`src/rtl/rwp_pkg.sv`:
```
package rwp_pkg;
   localparam int PASS_W = 4;
   localparam int RID_W  = 8;
   localparam int PAY_W  = 20;
   localparam int WORD_W = PASS_W + RID_W + PAY_W;

   // field order is the word layout: pass [31:28], ring [27:20], payload [19:0]
   typedef struct packed {
      logic [PASS_W-1:0] pass;
      logic [RID_W-1:0]  ring;
      logic [PAY_W-1:0]  pay;
   } slot_word_t;

   localparam slot_word_t IDLE_WORD = '0;
endpackage

```
`src/rtl/rwp_producer.sv`:
```
module rwp_producer
   import rwp_pkg::*;
#(
   parameter int DEPTH   = 8,
   parameter int RING_ID = 3
) (
   input  logic                     clk,
   input  logic                     rst_n,
   input  logic                     in_valid,
   input  logic [PAY_W-1:0]         in_payload,
   input  logic                     slot_free,
   output logic                     in_ready,
   output logic                     wr_en,
   output logic [$clog2(DEPTH)-1:0] wr_addr,
   output slot_word_t               wr_word,
   output logic [$clog2(DEPTH):0]   fill
);
   localparam int AW = $clog2(DEPTH);
   localparam logic [AW-1:0] LAST_SLOT = AW'(DEPTH - 1);
   localparam logic [AW:0]   FULL_FILL = (AW+1)'(DEPTH);
   localparam logic [PASS_W-1:0] FIRST_PASS = PASS_W'(1);

   logic [AW-1:0]     widx_q;
   logic [PASS_W-1:0] pass_q;
   logic [AW:0]       fill_q;

   assign in_ready = (fill_q != FULL_FILL);
   assign wr_en    = in_valid & in_ready;
   assign wr_addr  = widx_q;
   assign fill     = fill_q;

   always_comb begin
      wr_word      = IDLE_WORD;
      wr_word.pass = pass_q;
      wr_word.ring = RID_W'(RING_ID);
      wr_word.pay  = in_payload;
   end

   always_ff @(posedge clk) begin
      if (!rst_n) begin
         widx_q <= '0;
         pass_q <= FIRST_PASS;
      end else if (wr_en) begin
         widx_q <= widx_q + 1'b1;
         if (widx_q == LAST_SLOT) pass_q <= pass_q + 1'b1;
      end
   end

   always_ff @(posedge clk) begin
      if (!rst_n) fill_q <= '0;
      else begin
         case ({wr_en, slot_free})
            2'b10:   fill_q <= fill_q + 1'b1;
            2'b01:   fill_q <= fill_q - 1'b1;
            default: fill_q <= fill_q;
         endcase
      end
   end

   AST_PASS_STEP: assert property (@(posedge clk) disable iff (!rst_n)
      (wr_en && widx_q == LAST_SLOT) |=> pass_q == $past(pass_q) + 1'b1);
   AST_PASS_HOLD: assert property (@(posedge clk) disable iff (!rst_n)
      (wr_en && widx_q != LAST_SLOT) |=> $stable(pass_q));
   AST_FILL_BOUND: assert property (@(posedge clk) disable iff (!rst_n)
      fill_q <= FULL_FILL);
endmodule

```
`src/rtl/rwp_store.sv`:
```
module rwp_store
   import rwp_pkg::*;
#(
   parameter int DEPTH = 8
) (
   input  logic                     clk,
   input  logic                     rst_n,
   input  logic                     wr_en,
   input  logic [$clog2(DEPTH)-1:0] wr_addr,
   input  slot_word_t               wr_word,
   input  logic [$clog2(DEPTH)-1:0] rd_addr,
   output slot_word_t               rd_word
);
   localparam int AW = $clog2(DEPTH);

   slot_word_t slot_q [DEPTH];

   for (genvar g = 0; g < DEPTH; g++) begin : g_slot
      always_ff @(posedge clk) begin
         if (!rst_n) slot_q[g] <= IDLE_WORD;
         else if (wr_en && wr_addr == AW'(g)) slot_q[g] <= wr_word;
      end
   end

   assign rd_word = slot_q[rd_addr];

   AST_SLOT_WRITTEN: assert property (@(posedge clk) disable iff (!rst_n)
      wr_en |=> slot_q[$past(wr_addr)] == $past(wr_word));
endmodule

```
`src/rtl/rwp_consumer.sv`:
```
module rwp_consumer
   import rwp_pkg::*;
#(
   parameter int DEPTH = 8
) (
   input  logic                     clk,
   input  logic                     rst_n,
   input  slot_word_t               cur_word,
   input  logic                     rd_take,
   output logic [$clog2(DEPTH)-1:0] rd_idx,
   output logic                     rd_new,
   output logic                     slot_free
);
   localparam int AW = $clog2(DEPTH);
   localparam logic [AW-1:0] LAST_SLOT = AW'(DEPTH - 1);

   logic [AW-1:0] ridx_q;
   logic          want_lsb_q;

   assign rd_idx    = ridx_q;
   assign rd_new    = (cur_word.pass[0] == want_lsb_q);
   assign slot_free = rd_take & rd_new;

   always_ff @(posedge clk) begin
      if (!rst_n) begin
         ridx_q     <= '0;
         want_lsb_q <= 1'b1;
      end else if (slot_free) begin
         ridx_q <= ridx_q + 1'b1;
         if (ridx_q == LAST_SLOT) want_lsb_q <= ~want_lsb_q;
      end
   end

   AST_TAKE_IGNORED: assert property (@(posedge clk) disable iff (!rst_n)
      (rd_take && !rd_new) |=> $stable(ridx_q));
   AST_LSB_TOGGLE: assert property (@(posedge clk) disable iff (!rst_n)
      (slot_free && ridx_q == LAST_SLOT) |=> want_lsb_q != $past(want_lsb_q));
endmodule

```
`src/rtl/ring_wrap_producer.sv`:
```
module ring_wrap_producer
   import rwp_pkg::*;
#(
   parameter int DEPTH   = 8,
   parameter int RING_ID = 3
) (
   input  logic                     clk,
   input  logic                     rst_n,
   input  logic                     in_valid,
   output logic                     in_ready,
   input  logic [19:0]              in_payload,
   output logic                     wr_en,
   output logic [$clog2(DEPTH)-1:0] wr_addr,
   output logic [31:0]              wr_data,
   output logic [$clog2(DEPTH)-1:0] rd_idx,
   output logic [31:0]              rd_entry,
   output logic                     rd_new,
   input  logic                     rd_take
);
   localparam int AW = $clog2(DEPTH);

   if (DEPTH < 2 || (DEPTH & (DEPTH - 1)) != 0) begin : g_bad_depth
      $error("ring depth must be a power of two of at least 2");
   end
   if (RING_ID < 1 || RING_ID > 255) begin : g_bad_id
      $error("ring identifier must be 1..255; 0 marks the idle ring");
   end
   if (WORD_W != 32) begin : g_bad_word
      $error("slot word must be 32 bits");
   end

   slot_word_t wr_word, cur_word;
   logic       slot_free;
   logic [AW:0] fill;

   rwp_producer #(.DEPTH(DEPTH), .RING_ID(RING_ID)) prod_i (
      .clk(clk), .rst_n(rst_n), .in_valid(in_valid), .in_payload(in_payload),
      .slot_free(slot_free), .in_ready(in_ready), .wr_en(wr_en),
      .wr_addr(wr_addr), .wr_word(wr_word), .fill(fill)
   );

   rwp_store #(.DEPTH(DEPTH)) store_i (
      .clk(clk), .rst_n(rst_n), .wr_en(wr_en), .wr_addr(wr_addr),
      .wr_word(wr_word), .rd_addr(rd_idx), .rd_word(cur_word)
   );

   rwp_consumer #(.DEPTH(DEPTH)) cons_i (
      .clk(clk), .rst_n(rst_n), .cur_word(cur_word), .rd_take(rd_take),
      .rd_idx(rd_idx), .rd_new(rd_new), .slot_free(slot_free)
   );

   assign wr_data  = wr_word;
   assign rd_entry = cur_word;

   AST_NEW_MATCHES_FILL: assert property (@(posedge clk) disable iff (!rst_n)
      rd_new == (fill != '0));
   AST_NO_OVERFLOW: assert property (@(posedge clk) disable iff (!rst_n)
      !in_ready |-> rd_new);
endmodule

```
`config.mk`:
```
export PLATFORM = sky130hd
export DESIGN_NAME = ring_wrap_producer
export DESIGN_NICKNAME = d
export VERILOG_FILES = /design/src/rtl/rwp_pkg.sv /design/src/rtl/rwp_producer.sv /design/src/rtl/rwp_store.sv /design/src/rtl/rwp_consumer.sv /design/src/rtl/ring_wrap_producer.sv
export SDC_FILE = /design/constraint.sdc
export NUM_CORES = 1
export LEC_CHECK = 0
export BUFFER_PORTS_ARGS = -buffer_cell sky130_fd_sc_hd__buf_2
export CELL_PAD_IN_SITES_DETAIL_PLACEMENT = 0
export CELL_PAD_IN_SITES_GLOBAL_PLACEMENT = 1
export CORE_ASPECT_RATIO = 0.6
export CORE_MARGIN = 4
export CORE_UTILIZATION = 45
export DETAILED_ROUTE_END_ITERATION = 6
export MAX_ROUTING_LAYER = met4
export PLACE_DENSITY_LB_ADDON = 0.1
export SLEW_MARGIN = 30
export SYNTH_ARGS = -nofsm -noshare
export SYNTH_HDL_FRONTEND = slang
export SYNTH_SLANG_ARGS = --single-unit
```
`constraint.sdc`:
```
create_clock -name clk -period 3.61 [get_ports clk]
set_input_delay 0.722 -clock clk [delete_from_list [all_inputs] [get_ports clk]]
set_output_delay 0.722 -clock clk [all_outputs]
set_load 0.02 [all_outputs]
```
* Word level (Yosys, flattened, before mapping)
Memory sizes are Yosys's and may differ from the RTL's. A register that Yosys moved wholly into a read port is not among the register bits. Cells that the tools add are included.
Cells by class: $add $sub $neg 5, $mul 0, divide/modulo/power cells 0, $lt $le $gt $ge 0, equal/unequal tests 12, shift operators 0, multiplexer cells 36, bitwise operators 11, reductions and logical operators 12
Operators with widths (number):
- $mux 26 | 8
- $mux 1 | 25
- $eq 3x3->1 const B | 5
- $add 4x1->4 const B | 2
- $logic_and 1x1->1 | 8
- $or 1x1->1 | 8
- $pmux 4 s2 | 1
- $add 3x1->3 const B | 2
- $eq 3x2->1 const B | 2
- $mux 3 | 2
- $ne 4x4->1 const B | 1
- $reduce_and 2->1 | 2
- $sub 4x1->4 const B | 1
- $eq 3x1->1 const B | 1
- $logic_not 3->1 | 1
- $and 1x1->1 | 2
- $eq 2x1->1 const B | 1
- $eq 2x2->1 const B | 1
- $reduce_bool 2->1 | 1
- $eq 1x1->1 | 1
- $not 1->1 | 1
Storage, ports and cells: flip-flop bits (word level) 15, bits in latches 0, bits in writable memories 208, memory bits (read-only) 0, bits of input ports 24, output and inout port bits 73, word-level logic and storage cells 82, memories 1
Memory list:
- store_i.slot_q | depth 8, bits a word 26, rd ports 1, clocked after Yosys merged registers in 1, wr ports 8, line rwp_store.sv:16 | slot_word_t slot_q [DEPTH];

* Depth between registers and ports, before layout
Gate-level depths: netlist (run 1).
depth after elaboration 7, gate-level depth with buffers 12, depth with buffers taken out 10

* Hierarchy
From an unflattened synthesis (run 1), not the netlist that was laid out.
Unflattened totals: cells, all modules 844, area total of the unflattened synthesis 12487.0 sq um
By module, submodules not included:
- rwp_store | times used 1, cells each 731, area an instance 11462.2 sq um, seq. area each 7687.4 sq um
- rwp_producer | times used 1, cells each 92, area an instance 832.0 sq um, seq. area each 220.2 sq um
- rwp_consumer | times used 1, cells each 21, area an instance 192.7 sq um, seq. area each 80.1 sq um

* Worst setup path before layout (run 1)
OpenSTA, ideal clock, no wires.
kind input to register, start point input in_valid, end point memory store_i.slot_q[1][0] (netlist name) (enable), library setup time 0.442 ns, data arrival time 2.961 ns, data required time 3.168 ns, slack 0.208 ns, stages 4, path buffers 1, path through and2_1 clkbuf_1 nand2_1 o21ai_0
RTL lines:
- start: declaration | line ring_wrap_producer.sv:9 | input logic in_valid,
- end: declaration | line rwp_store.sv:16

==> impl_metrics.env, run 1 <==
export IMPL_synth_top_cell_area_share_pct=59.4
export IMPL_cp_start_kind="register"
export IMPL_cp_max_fo=28
export IMPL_wl_per_cell_um=22.1
export IMPL_coreArea_mm2=0.0220
export IMPL_postCtsSetupBuffers=0
export IMPL_rr_worst_depth=10
export IMPL_finalSetupTns_ns=0
export IMPL_dr_pass1_iters=4
export IMPL_die_y_um=124
export IMPL_clk_latency_ns=0.49
export IMPL_grt_max_degree=49
export IMPL_synthFlopType="edfxtp_1"
export IMPL_rr_endpoint="prod_i.fill[2]$_SDFFE_PN0P_"
export IMPL_syn_area_per_cell_um2=15.3
export IMPL_setup_viol=0
export IMPL_area_growth_pct=12.8
export IMPL_grt_pass1_wl_um=34200
export IMPL_clockBufferDepth=3
export IMPL_ir_drop_mv=0.291
export IMPL_cts_sinks=218
export IMPL_cts_buffers=23
export IMPL_cts_tree="yes"
export IMPL_fin_nets=764
export IMPL_pin_count=97
export IMPL_synth_edf_count=199
export IMPL_clk_pin_slew_ns=0.06
export IMPL_met1_length_um=10600
export IMPL_slew_headroom_pct=48.4
export IMPL_fin_crit_ns=3.21
export IMPL_finalMaxSlewViolations=0
export IMPL_skew_ns=0.0106
export IMPL_fmax_mhz=312
export IMPL_dr_wl_met3_um=1210
export IMPL_drtIter0Drc=398
export IMPL_r2r_setup_slack_ns=0.64
export IMPL_rows=42
export IMPL_routed_wl_um=22800
export IMPL_post_cts_resized=0
export IMPL_h_tree_depth=1
export IMPL_antenna_found_initial=0
export IMPL_synth_seq_area_share_pct=63.2
export IMPL_max_slew_worst_pin_slew_ns=0.774
export IMPL_cap_violations=0
export IMPL_powerDensity_mw_per_mm2=539
export IMPL_hold_depth=2
export IMPL_ys_top_cells_by_area="edfxtp_1, and2_1, mux4_2"
export IMPL_die_w_um=201
export IMPL_required_ns=2.89
export IMPL_crit_chain="buf_4 > mux4_2 > mux2_2 > buf_2"
export IMPL_slowest_delay_ns=0.57
export IMPL_netlist_instances=659
export IMPL_yosysWarningCount=0
export IMPL_antenna_cells=0
export IMPL_worstHoldEndpoint="store_i.slot_q[4][20]$_SDFFE_PP1N_"
export IMPL_worst_path_buf_inv=2
export IMPL_post_route_period_util_pct=88.9
export IMPL_cpLargestDelayFamily="multiplexers"
export IMPL_cts_hold_buf=0
export IMPL_grtUsageTotal_pct=18.8
export IMPL_status="finished, final reports clean"
export IMPL_hold_class="reg2reg"
export IMPL_criticalPathCategory="reg2out"
export IMPL_grt_overflow_total=0
export IMPL_ys_top_cells_by_count="and2_1, edfxtp_1, mux4_2"
export IMPL_fin_cells=1029
export IMPL_rsz0062_at_grt="no"
export IMPL_start_util_pct=45.7
export IMPL_synth_area_mm2=0.0101
export IMPL_grt_pass1_vias=5572
export IMPL_hpwl_um=12700
export IMPL_yosysTopAreaCell="edfxtp_1"
export IMPL_leakagePower_uw=0.00435
export IMPL_crit_path_end_kind="primary output"
export IMPL_portBuffers=82
export IMPL_finalHoldViolCount=0
export IMPL_wl_met2_um=10700
export IMPL_crit_arrival_ns=2.49
export IMPL_synthArstFlopShare_pct=0
export IMPL_die_area_mm2=0.0249
export IMPL_highest_layer="met4"
export IMPL_ys_types=36
export IMPL_nFillCells=1822
export IMPL_drive_gt1_share_pct=29.1
export IMPL_clk_root_buffer_cell="clkbuf_16"
export IMPL_dp_cells=989
export IMPL_ys_ff_latch=218
export IMPL_gp_congestion=0.696
export IMPL_vias=5424
export IMPL_cpMaxStageDelayCell="mux4_2"
export IMPL_detail_route_antenna_nets=0
export IMPL_min_from="store_i.slot_q[4][20]$_SDFFE_PP1N_"
export IMPL_route_detailed_drc=0
export IMPL_viasPerCell=5.27
how the worst max path moves through the flow:
stage	cells after the start	start	end	slack, ns
CTS	4	register	rd_entry[20]	0.34
finish	4	register	rd_entry[15]	0.40
floorplan	4	in_valid	store_i.slot_q[1][0]$_SDFFCE_PN0P_	0.21
detailed placement	10	register	prod_i.fill[2]$_SDFFE_PN0P_	0.62
global route	4	register	rd_entry[20]	0.26
global placement	10	register	prod_i.fill[2]$_SDFFE_PN0P_	0.77
kinds of logic after synthesis:
logic type / Yosys count / synth area share, %
xor gates and xnor gates: 9 / 0.784
and+or+nand+nor: 242 / 14.4
AOI/OAI and AO/OA: 20 / 1.22
adders and majority gates: 12 / 1.49
DFF: 218 / 63.2
buffers and inverters: 77 / 4.32
other: 2 / 0.0747
muxes: 79 / 14.5
layout make-up:
type,instances,area (um^2),area share (%)
clock buffers,27,591,5.21
repair buffers,104,576,5.07
well taps,286,358,3.15
flip-flops and latches,218,6360,56.1
multi-input cells,376,3330,29.3
inverters,5,18.8,0.165
clock inverters,13,111,0.982
placed cells by master (no fill, tap or decap), types with 4 or more instances in the layout:
master	count
buf_2	82
and2_1	199
nor2_1	7
o21ai_2	5
clkinv_1	6
mux4_2	49
dfxtp_1	17
xnor2_1	5
edfxtp_1	199
buf_4	22
xor2_1	4
nand3_1	6
ha_1	12
conb_1	14
clkinv_2	4
nand2_1	18
o21ai_0	4
inv_1	5
clkbuf_16	23
mux2_2	24
clkbuf_1	4
a21boi_0	4
worst register-to-register path, delay by kind of cell (launching register included):
kind,cells,cell delay (ns)
muxes,3,1.18
AOI/OAI and AO/OA,2,0.20
DFF,1,0.38
adders and majority gates,2,0.48
xor gates and xnor gates,2,0.36
and+or+nand+nor,1,0.30
flip-flops by register name, summed over array words and instances, names as in the netlist, named ones only:
register	cells
prod_i.wr_addr	3
store_i.slot_q	200
prod_i.fill	4
cons_i.want_lsb_q	1
prod_i.pass_q	4
cons_i.rd_idx	3
power by group:
part,internal [uW],switching [uW]
Combinational,365,504
Sequential,2940,65.5
Clock,1310,939
stage by stage:
step / utilization [%] / setup WS (ns) / instance area (um^2) / total power (uW) / hold slack, ns
after global placement: 48.3 / 0.770 / 10600 / 3920 / 0.456
after CTS: 51.5 / 0.335 / 11300 / 6180 / 0.472
after floorplan: - / 0.208 / 10100 / 3670 / 0.432
after global routing: 51.5 / 0.257 / 11300 / 6350 / 0.492
final: 51.5 / 0.400 / 11300 / 6120 / 0.473
after detailed placement: 48.3 / 0.617 / 10600 / 3940 / 0.464
layer usage:
| layer | track usage, % | up-vias |
|---|---|---|
| li1 | - | 2476 |
| met5 | - | - |
| met4 | 2.96 | 0 |
| met2 | 29.9 | 157 |
| met1 | 26.5 | 2768 |
| met3 | 3.07 | 23 |
Power figures use the tool's default switching activity.
==> run 2: changes to the inputs <==
- CORE_MARGIN: 4 -> 2
==> run 2 against run 1 <==
  * Combinational power is 1% higher
  * Largest cell class unchanged
  * Critical path type unchanged
  * Core utilization barely moved
  * Clock-buffer cell count grew 4
==> impl_metrics.env, run 2 (synthesis results as in run 1) <==
export IMPL_cp_max_fo=48
export IMPL_nFillCells=1835
export IMPL_die_y_um=120
export IMPL_grt_overflow_total=0
export IMPL_whs_ns=0.460
export IMPL_pin_count=97
export IMPL_crit_chain="buf_4 > mux4_2 > mux2_2 > buf_2"
export IMPL_hold_class="reg2reg"
export IMPL_drtIter0Drc=333
export IMPL_clockBufferDepth=3
export IMPL_start_util_pct=45.8
export IMPL_antenna_found_initial=0
export IMPL_post_route_period_util_pct=87.3
export IMPL_vias=5441
export IMPL_route_detailed_drc=0
export IMPL_criticalPathCategory="reg2out"
export IMPL_setup_viol=0
export IMPL_largest_register="store_i.slot_q"
export IMPL_post_cts_resized=0
export IMPL_crit_path_end_kind="primary output"
export IMPL_die_area_mm2=0.0236
export IMPL_cts_hold_buf=0
export IMPL_wl_per_cell_um=21.8
export IMPL_finalSetupTns_ns=0
export IMPL_postCtsSetupBuffers=0
export IMPL_grt_pass1_vias=5618
export IMPL_worst_path_buf_inv=2
export IMPL_final_cell_mix="and2_1, edfxtp_1, buf_2"
export IMPL_cts_tree="yes"
export IMPL_area_growth_pct=12.5
export IMPL_leakagePower_uw=0.00433
export IMPL_slew_headroom_pct=45.9
export IMPL_min_from="store_i.slot_q[4][20]$_SDFFE_PP1N_"
export IMPL_routed_wl_um=22500
export IMPL_finalHoldViolCount=0
export IMPL_rsz0062_at_grt="no"
export IMPL_clk_pin_slew_ns=0.06
export IMPL_crit_arrival_ns=2.43
export IMPL_required_ns=2.89
export IMPL_grtUsageTotal_pct=20.4
export IMPL_cap_violations=0
export IMPL_clk_root_buffer_cell="clkbuf_16"
export IMPL_ir_drop_mv=0.311
export IMPL_grt_pass1_wl_um=34400
export IMPL_cpLargestDelayFamily="buffers and inverters"
export IMPL_finalMaxSlewViolations=0
export IMPL_cts_sinks=218
export IMPL_power_uw=5980
export IMPL_die_w_um=197
export IMPL_hpwl_um=12800
export IMPL_h_tree_depth=1
export IMPL_cp_start_kind="register"
export IMPL_rows=42
export IMPL_fin_cells=1031
export IMPL_drive_gt1_share_pct=29.0
export IMPL_fin_nets=765
export IMPL_clk_latency_ns=0.50
export IMPL_cts_buffers=22
export IMPL_skew_ns=0.00959
export IMPL_dr_pass1_iters=4
export IMPL_gp_congestion=0.778
export IMPL_dp_cells=991
export IMPL_grt_max_degree=49
export IMPL_powerDensity_mw_per_mm2=528
export IMPL_largest_reg_flops=200
export IMPL_status="finished, final reports clean"
export IMPL_max_slew_worst_pin_slew_ns=0.812
export IMPL_finalCoreUtilization_pct=51.5
export IMPL_portBuffers=82
export IMPL_viasPerCell=5.28
export IMPL_cpMaxStageDelayCell="buf_4"
export IMPL_detail_route_antenna_nets=0
export IMPL_coreArea_mm2=0.0220
export IMPL_fmax_mhz=317
export IMPL_slowest_delay_ns=0.62
export IMPL_fin_crit_ns=3.15
[run 2: cell types whose count changed in the layout (fill, tap and decap cells not counted)]
cell       change
bufinv_16      -2
buf_4          +1
diode_2        +1
buf_12         +1
clkinv_4       -1
clkbuf_1       +4
clkinv_2       +1
clkinv_1       -3
[run 2: worst reg2reg max path, delay by kind of cell (launching register included)]
kind	cells	cell delay [ns]
multiplexers	3	1.19
adder cells (fa/ha/maj)	2	0.46
flip-flops	1	0.39
XOR/XNOR	2	0.34
AND/OR/NAND/NOR	1	0.30
AO/OA/AOI/OAI	2	0.20
[run 2: worst paths after layout]
kind	slack (ns)	cells after the start	end
hold / removal	0.46	2	store_i.slot_q[4][20]$_SDFFE_PP1N_
setup / recovery	0.46	4	rd_entry[15]
setup reg to reg	0.67	10	prod_i.fill[2]$_SDFFE_PN0P_
hold reg to reg	0.46	2	store_i.slot_q[4][20]$_SDFFE_PP1N_
[run 2: power by group]
group | switching (uW) | total [uW] | internal [uW]
logic | 507 | 878 | 371
registers | 62.6 | 3000 | 2930
clock network | 933 | 2100 | 1170
[run 2: metal layers]
layer	global-route usage [%]	up-vias	share of wire, %
met5	-	-	0
met2	31.2	128	46
met4	3.81	0	1.6
li1	-	2488	-
met3	2.50	30	4.5
met1	29.9	2795	48
[run 2: layout make-up]
class	count	area (um^2)	share of cell area (%)
clock buffer	31	606	5.35
clock inverter	8	36.3	0.321
antenna	1	2.50	0.0221
sequential	218	6360	56.2
inverter	5	18.8	0.166
timing repair buffer	106	603	5.33
tap	286	358	3.16
multi-input combinational	376	3330	29.4
[run 2: through the flow]
step | setup slack (ns) | cell area, um^2
floorplan | 0.208 | 10100
global placement | 0.753 | 10700
detailed placement | 0.677 | 10700
CTS | 0.447 | 11300
global route | 0.379 | 11300
finish | 0.458 | 11300
